--- config.mk ---
export PLATFORM = sky130hd
export DESIGN_NAME = btb_unit
export DESIGN_NICKNAME = d
export VERILOG_FILES = /design/src/rtl/btb_pkg.sv /design/src/rtl/btb_decode.sv /design/src/rtl/btb_bitsel.sv /design/src/rtl/btb_target.sv /design/src/rtl/btb_ctrl.sv /design/src/rtl/btb_unit.sv
export SDC_FILE = /design/constraint.sdc
export NUM_CORES = 1
export LEC_CHECK = 0
export BUFFER_PORTS_ARGS = -buffer_cell sky130_fd_sc_hd__buf_2
export CAP_MARGIN = 10
export CELL_PAD_IN_SITES_DETAIL_PLACEMENT = 1
export CELL_PAD_IN_SITES_GLOBAL_PLACEMENT = 2
export CORE_MARGIN = 1.5
export CORE_UTILIZATION = 35
export DETAILED_ROUTE_END_ITERATION = 8
export PLACE_DENSITY_LB_ADDON = 0.1
export RECOVER_POWER = 100
export SLEW_MARGIN = 30
export SYNTH_ARGS = -nofsm -noshare
export SYNTH_HDL_FRONTEND = slang
export SYNTH_SLANG_ARGS = --single-unit
export TNS_END_PERCENT = 10
--- constraint.sdc ---
create_clock -name clk -period 5 [get_ports clk]
set_input_delay 1 -clock clk [delete_from_list [all_inputs] [get_ports clk]]
set_output_delay 1 -clock clk [all_outputs]
set_load 0.03 [all_outputs]
--- src/rtl/btb_pkg.sv ---
package btb_pkg;
   typedef enum logic [1:0] {
      ST_IDLE = 2'd0,
      ST_REQ  = 2'd1,
      ST_WAIT = 2'd2
   } btb_state_e;
endpackage

--- src/rtl/btb_decode.sv ---
module btb_decode #(
   parameter int OP_W   = 8,
   parameter int DATA_W = 8,
   localparam int IDX_W = $clog2(DATA_W)
) (
   input  logic [OP_W-1:0]  opcode,
   output logic [IDX_W-1:0] bit_idx,
   output logic             br_if_clr
);
   // field layout: [IDX_W:1] bit number, [0] polarity
   assign bit_idx   = opcode[IDX_W:1];
   assign br_if_clr = opcode[0];
endmodule

--- src/rtl/btb_bitsel.sv ---
module btb_bitsel #(
   parameter int DATA_W = 8,
   localparam int IDX_W = $clog2(DATA_W)
) (
   input  logic [DATA_W-1:0] data,
   input  logic [IDX_W-1:0]  idx,
   output logic              bit_val
);
   logic [DATA_W-1:0] hit;
   for (genvar g = 0; g < DATA_W; g++) begin : g_lane
      assign hit[g] = data[g] & (idx == IDX_W'(g));
   end
   assign bit_val = |hit;
endmodule

--- src/rtl/btb_target.sv ---
module btb_target #(
   parameter int PC_W     = 16,
   parameter int DATA_W   = 8,
   parameter int INSN_LEN = 3
) (
   input  logic [PC_W-1:0]   op_pc,
   input  logic [DATA_W-1:0] rel_ofs,
   output logic [PC_W-1:0]   seq_pc,
   output logic [PC_W-1:0]   tgt_pc
);
   logic [PC_W-1:0] ofs_ext;
   if (PC_W > DATA_W) begin : g_sext
      assign ofs_ext = {{(PC_W-DATA_W){rel_ofs[DATA_W-1]}}, rel_ofs};
   end else begin : g_same
      assign ofs_ext = rel_ofs[PC_W-1:0];
   end
   assign seq_pc = op_pc + PC_W'(INSN_LEN);
   assign tgt_pc = seq_pc + ofs_ext;
endmodule

--- src/rtl/btb_ctrl.sv ---
module btb_ctrl
   import btb_pkg::*;
(
   input  logic clk,
   input  logic rst_n,
   input  logic start,
   input  logic rd_ready,
   input  logic rd_valid,
   output logic busy,
   output logic rd_req,
   output logic capture,
   output logic finish
);
   btb_state_e state_q, state_d;

   always_comb begin
      state_d = state_q;
      case (state_q)
         ST_IDLE: if (start)    state_d = ST_REQ;
         ST_REQ:  if (rd_ready) state_d = ST_WAIT;
         ST_WAIT: if (rd_valid) state_d = ST_IDLE;
         default:               state_d = ST_IDLE;
      endcase
   end

   always_ff @(posedge clk or negedge rst_n) begin
      if (!rst_n) state_q <= ST_IDLE;
      else        state_q <= state_d;
   end

   assign busy    = (state_q != ST_IDLE);
   assign rd_req  = (state_q == ST_REQ);
   assign capture = (state_q == ST_IDLE) && start;
   assign finish  = (state_q == ST_WAIT) && rd_valid;
endmodule

--- src/rtl/btb_unit.sv ---
module btb_unit #(
   parameter int OP_W     = 8,
   parameter int DATA_W   = 8,
   parameter int PC_W     = 16,
   parameter int INSN_LEN = 3,
   localparam int IDX_W   = $clog2(DATA_W)
) (
   input  logic              clk,
   input  logic              rst_n,
   input  logic              start,
   input  logic [OP_W-1:0]   opcode,
   input  logic [DATA_W-1:0] dir_addr,
   input  logic [DATA_W-1:0] rel_ofs,
   input  logic [PC_W-1:0]   op_pc,
   output logic              busy,
   output logic              rd_req,
   output logic [PC_W-1:0]   rd_addr,
   input  logic              rd_ready,
   input  logic              rd_valid,
   input  logic [DATA_W-1:0] rd_data,
   output logic              done,
   output logic [PC_W-1:0]   next_pc,
   output logic              taken,
   output logic              carry_out
);
   if (PC_W < DATA_W + 1) begin : g_bad_pc
      $error("btb_unit: PC_W must exceed DATA_W");
   end
   if (OP_W < IDX_W + 1) begin : g_bad_op
      $error("btb_unit: OP_W too narrow for bit field");
   end
   if ((1 << IDX_W) != DATA_W) begin : g_bad_data
      $error("btb_unit: DATA_W must be a power of two");
   end

   logic              capture, finish;
   logic [IDX_W-1:0]  idx_d, idx_q;
   logic              clr_d, clr_q;
   logic [DATA_W-1:0] addr_q, ofs_q;
   logic [PC_W-1:0]   pc_q, seq_pc, tgt_pc;
   logic              bit_val, go;

   btb_ctrl u_ctrl (
      .clk(clk), .rst_n(rst_n), .start(start),
      .rd_ready(rd_ready), .rd_valid(rd_valid),
      .busy(busy), .rd_req(rd_req), .capture(capture), .finish(finish)
   );

   btb_decode #(.OP_W(OP_W), .DATA_W(DATA_W)) u_dec (
      .opcode(opcode), .bit_idx(idx_d), .br_if_clr(clr_d)
   );

   always_ff @(posedge clk or negedge rst_n) begin
      if (!rst_n) begin
         idx_q  <= '0;
         clr_q  <= 1'b0;
         addr_q <= '0;
         ofs_q  <= '0;
         pc_q   <= '0;
      end else if (capture) begin
         idx_q  <= idx_d;
         clr_q  <= clr_d;
         addr_q <= dir_addr;
         ofs_q  <= rel_ofs;
         pc_q   <= op_pc;
      end
   end

   assign rd_addr = {{(PC_W-DATA_W){1'b0}}, addr_q};

   btb_bitsel #(.DATA_W(DATA_W)) u_sel (
      .data(rd_data), .idx(idx_q), .bit_val(bit_val)
   );

   btb_target #(.PC_W(PC_W), .DATA_W(DATA_W), .INSN_LEN(INSN_LEN)) u_tgt (
      .op_pc(pc_q), .rel_ofs(ofs_q), .seq_pc(seq_pc), .tgt_pc(tgt_pc)
   );

   assign go = bit_val ^ clr_q;

   always_ff @(posedge clk or negedge rst_n) begin
      if (!rst_n) begin
         done      <= 1'b0;
         next_pc   <= '0;
         taken     <= 1'b0;
         carry_out <= 1'b0;
      end else begin
         done <= finish;
         if (finish) begin
            next_pc   <= go ? tgt_pc : seq_pc;
            taken     <= go;
            carry_out <= bit_val;
         end
      end
   end
endmodule

# Yosys cells after proc, flatten, opt, wreduce, memory -nomap -nowiden
# Index checks and enable logic that the tools add are counted.
[classes]
add_sub_neg = 2
n_eq_ne = 12
muxes = 5
n_bitwise = 9
reduce_logical = 7
[ops]
columns = ["op", "count"]
rows = [
  ["16-bit adder", 1],
  ["16-bit by 2-bit adder with 16-bit output (second input constant)", 1],
  ["16-bit two-way mux", 1],
  ["3-bit equality test (second input constant)", 4],
  ["1-bit bitwise AND", 8],
  ["8-bit OR reduction", 1],
  ["3-bit by 2-bit equality test with 1-bit output (second input constant)", 2],
  ["2-bit two-way mux", 3],
  ["2-bit one-hot mux with 3 select lines", 1],
  ["2-bit != test (second input constant)", 2],
  ["3-bit by 1-bit equality test with 1-bit output (second input constant)", 1],
  ["3-bit logical NOT", 1],
  ["3-bit AND reduction", 1],
  ["2-bit by 1-bit equality test with 1-bit output (second input constant)", 1],
  ["2-bit equality test (second input constant)", 1],
  ["1-bit logical AND", 2],
  ["2-bit logical NOT", 1],
  ["2-bit by 1-bit != test with 1-bit output (second input constant)", 1],
  ["2-bit nonzero test", 1],
  ["1-bit XOR", 1],
]
[word_totals]
ff_bits = 57
input_bits = 53
output_inout_bits = 37
elab_cells = 45

# Depth between registers and ports, before layout
[logic_depth]
depth_word = 5
ltp_mapped = 13
ltp_nobuf = 13

# By module
# From an unflattened synthesis, not the netlist that was laid out.
[hier_totals]
cells_unflattened = 342
hier_area_um2 = 3559.7
[modules_own_cells]
columns = ["mod", "n_inst", "cells_per_inst", "area_each_um2", "seq_area_each_um2"]
rows = [
  ["btb_unit", 1, 161, 2248.4, 1376.3],
  ["btb_target", 1, 161, 1104.8, 0.0],
  ["btb_ctrl", 1, 13, 112.6, 50.0],
  ["btb_bitsel", 1, 3, 63.8, 0.0],
  ["btb_decode", 1, 4, 30.0, 0.0],
]

# Worst setup path after synthesis
# OpenSTA, ideal clock, no wires.
[synth_path]
kind = "flip-flop to flip-flop"
start = "register pc_q[0]"
end = "register next_pc[15]"
setup_ns = 0.095
arrival_time_ns = 2.635
required_time_ns = 4.905
path_slack_ns = 2.270
stages_incl_launch_ff = 14
n_path_buf = 0
synth_period_minus_slack_ns = 2.730
path_cell_list = "dfrtp_1 -> inv_1 -> ha_1 -> nand3b_1 -> nor2_1 -> nand2_1 -> xnor2_1 -> ha_1 -> a21oi_1 -> o21ai_0 -> a21o_1 -> or3_1 -> and4_1 -> o31ai_1"
[synth_between]
elab_chain_cells = 3
[synth_rtl]
columns = ["element", "line_no", "text"]
rows = [
  ["start, declared", "btb_unit.sv:40", "logic [PC_W-1:0] pc_q, seq_pc, tgt_pc;"],
  ["start signal, assigned", "btb_unit.sv:65", "pc_q <= op_pc;"],
  ["16-bit by 2-bit adder with 16-bit output (*)", "btb_target.sv:17", "assign seq_pc = op_pc + PC_W'(INSN_LEN);"],
  ["16-bit adder", "btb_target.sv:18", "assign tgt_pc = seq_pc + ofs_ext;"],
  ["16-bit two-way mux (*)", "btb_unit.sv:90", "next_pc <= go ? tgt_pc : seq_pc;"],
  ["end signal, assigned", "btb_unit.sv:90", ""],
  ["end, declared", "btb_unit.sv:22", "output logic [PC_W-1:0] next_pc,"],
]
# Every way passes the cells marked *; elsewhere a longest branch is shown, timed or not.
# A chain may end at the register's enable or synchronous reset.

==> key figures <==
Worst setup path
  • Critical-path cell list: buf_2 -> clkbuf_1
  • Slowest Stage Delay on Critical Path: 2180 ps
  • CP delay by family, top: buffers and inverters
  • Worst r2r src: pc_q[0]
  • Worst path arrival time: 3280 ps
  • CP endpoint kind: asynchronous set/reset pin
  • CP Class: input pin to asynchronous set/reset pin
  • Slowest-stage cell, CP: clkbuf_1
  • Setup crit start kind: input pin
  • Worst Path Required: 4760 ps
  • CP bufs+invs: 2
  • Max FO, Critical Path: 57
  • Critical Path Start: rst_n

Global route
  • Vias in the first global route: 2839
  • Initial antenna violation count: 0
  • All-Layer GR Usage: 18.1%
  • Largest net degree at the start of global routing: 58
  • First-pass GRT wire length: 14100 um
  • GRT overflow: 0

Clock tree
  • Post-CTS sizing: 0
  • Post-CTS setup buffer count: 0
  • Clk sinks: 57
  • Clock buffer depth: 2
  • Hold-fix buffers, CTS: 0
  • TritonCTS clock tree: yes
  • H-tree depth: 3
  • Worst-Skew Late Latency: 340 ps
  • Reg clk slew, reported paths: 80 ps
  • TritonCTS Buffers: 9
  • Clock root buffer: clkbuf_8

Synthesis
  • Adder-cell share of the synthesized area: 7.58%
  • Dominant synthesized flop cell: dfrtp_1
  • Synth Instances: 334
  • Synth top area cells: dfrtp_1, ha_1, mux2_1
  • Post-synth EDFFs: 0
  • Synth warn: 0
  • Post-synth design cell area: 0.00340 mm^2
  • Largest family of logic cells by synthesized area: compound AO/OA/AOI/OAI gates
  • Fraction of synthesized cell area in xor and xnor cells: 5.89%
  • Area fraction in compound gates after synthesis: 14.1%
  • Simple-gate share of the synthesized area: 12.4%
  • Biggest area consumer among synthesized cells: dfrtp_1
  • Seq/Total Area, Yosys: 42.0%
  • Mux contribution to synthesized area: 13.8%
  • Top-area cell type share of the netlist area: 42.0%
  • Register bit count reported by yosys: 57
  • Syn_area_per_cell: 10.2 um^2
  • Synth async-reset ratio: 100%
  • Synth cell types: 50

Place
  • DP HPWL: 6230 um
  • IO Port Bufs: 77
  • Dpl ws: 1690 ps
  • Routability congestion estimate: 0.784

Outcome
  • Failing checks: capacitance limit, slew limit
  • Outcome: complete, but fails checks

Min path
  • Hold Startpoint: next_pc[2]
  • Min-Delay Path Class: flop to flop

Routing
  • Drt pass-1 iters: 3
  • DR vias/cell: 4.93
  • DRT antenna net count: 0
  • Routed WL: 8250 um
  • # DRC: 0
  • DR vias: 2702
  • Mean routed wirelength per cell: 15.0 um
  • Initial DRC Count: 65

Timing
  • Total negative setup slack: 0 ps
  • Endpoints failing setup: 0
  • Max Slew Vio Count: 58
  • Period utilization: 70.6%
  • Worst slew pin tran: 3090 ps
  • Fin. Hold Viols: 0
  • Max_slew headroom: -106%
  • Worst Slack Setup Final: 1470 ps
  • Fmax: 283 MHz
  • RSZ-0062 raised after global routing: false
  • Minimum clock period: 3530 ps
  • Clk_skew: 12.3 ps

Layout
  • Final-stage net count: 487
  • Multi-input logic area: 0.00184 mm^2
  • Layout area overhead: 18.6%
  • Filler cell count: 1102
  • Inserted Diodes: 0
  • Seq. cell area: 0.00143 mm^2
  • Share of layout cells above drive strength 1: 19.1%

Floorplanning
  • Die ar.: 0.0103 mm^2
  • Core Area: 0.00933 mm^2
  • I/O Pins: 90
  • Initial core utilization: 36.4%
  • FP Rows: 35
  • Die Span Y: 102 um
  • Die X-Extent: 102 um

Run
  • MaxCap Viol Count: 1
metal layers:
metal,wire [um],track usage [%],up-vias
met5,0,0,-
met4,117,6.73,0
met3,370,4.35,7
met2,3820,28.8,61
met1,3940,24.0,1305
li1,-,-,1329
layout by cell type (no fill, tap or decap), types with 7 or more instances in the layout:
master	netlist	routed
xor2_1	11	12
inv_1	9	10
ha_1	19	19
dfrtp_1	57	57
o21ai_0	10	18
a21o_1	10	10
clkbuf_1	6	32
a21oi_1	27	27
xnor2_1	10	10
mux2_2	14	13
mux2_1	19	20
buf_2	0	48
clkbuf_8	0	10
nand3_1	7	7
nor2_1	22	22
nand2_1	30	30
conb_1	1	8
cells in the mapped netlist, drive strengths merged, types with 2 or more instances:
cell     n
nor3     5
a21o    10
o21ai   24
mux2    33
nor2    22
and2     2
ha      19
o31ai    2
clkbuf   6
xor2    12
nand3    7
inv     10
mux4     2
a41oi    2
or2      2
dfrtp   57
a21oi   27
nand2   30
nand3b   2
and3     4
o211ai   2
nand2b   2
and4     4
xnor2   10
buf     12
nor2b    3
o21bai   2
a31oi    3
mux2i    4
path summary, 6_finish.rpt:
kind	to	slack, ps	cells after the start
max	pc_q[9]	1470	2
min	next_pc[2]	480	2
max reg2reg	next_pc[15]	1660	12
min reg2reg	next_pc[2]	480	2
max in group clk	next_pc[5]	1590	7
min in group asynchronous	next_pc[5]	1770	2
registers in the layout, summed over array words and instances, names as in the netlist:
signal and flops:
ofs_q 8, addr_q 8, taken 1, pc_q 16, idx_q 3, clr_q 1, next_pc 16, done 1
carry_out 1, u_ctrl.state_q 2
layout make-up:
class	instances	area share, %
multi-input combinational	256	45.5
tap	129	4.00
clock inverter	5	1.58
sequential	57	35.4
clock buffer	11	3.51
timing repair buffer	80	9.03
inverter	10	0.931
logic make-up (layout without fill, tap and decap cells):
family | Yosys count | in the layout
DFF | 57 | 57
AOI/OAI and AO/OA | 79 | 79
muxes | 39 | 39
other | 1 | 8
and+or+nand+nor | 88 | 88
xor gates and xnor gates | 22 | 22
adders and majority gates | 20 | 20
buffers and inverters | 28 | 106
stage by stage:
| stage | hold WS (ps) | utilization [%] | instance area, um^2 | std cells |
|---|---|---|---|---|
| floorplan | 465 | - | 3420 | 341 |
| global placement | 461 | 41.8 | 3900 | 531 |
| detailed placement | 470 | 42.1 | 3920 | 532 |
| CTS | 487 | 44.3 | 4130 | 548 |
| global route | 515 | 43.2 | 4030 | 548 |
| finish | 482 | 43.2 | 4030 | 548 |
Power is not shown: default switching activity piles up to over one toggle a cycle in this logic, so the estimate is an artifact.
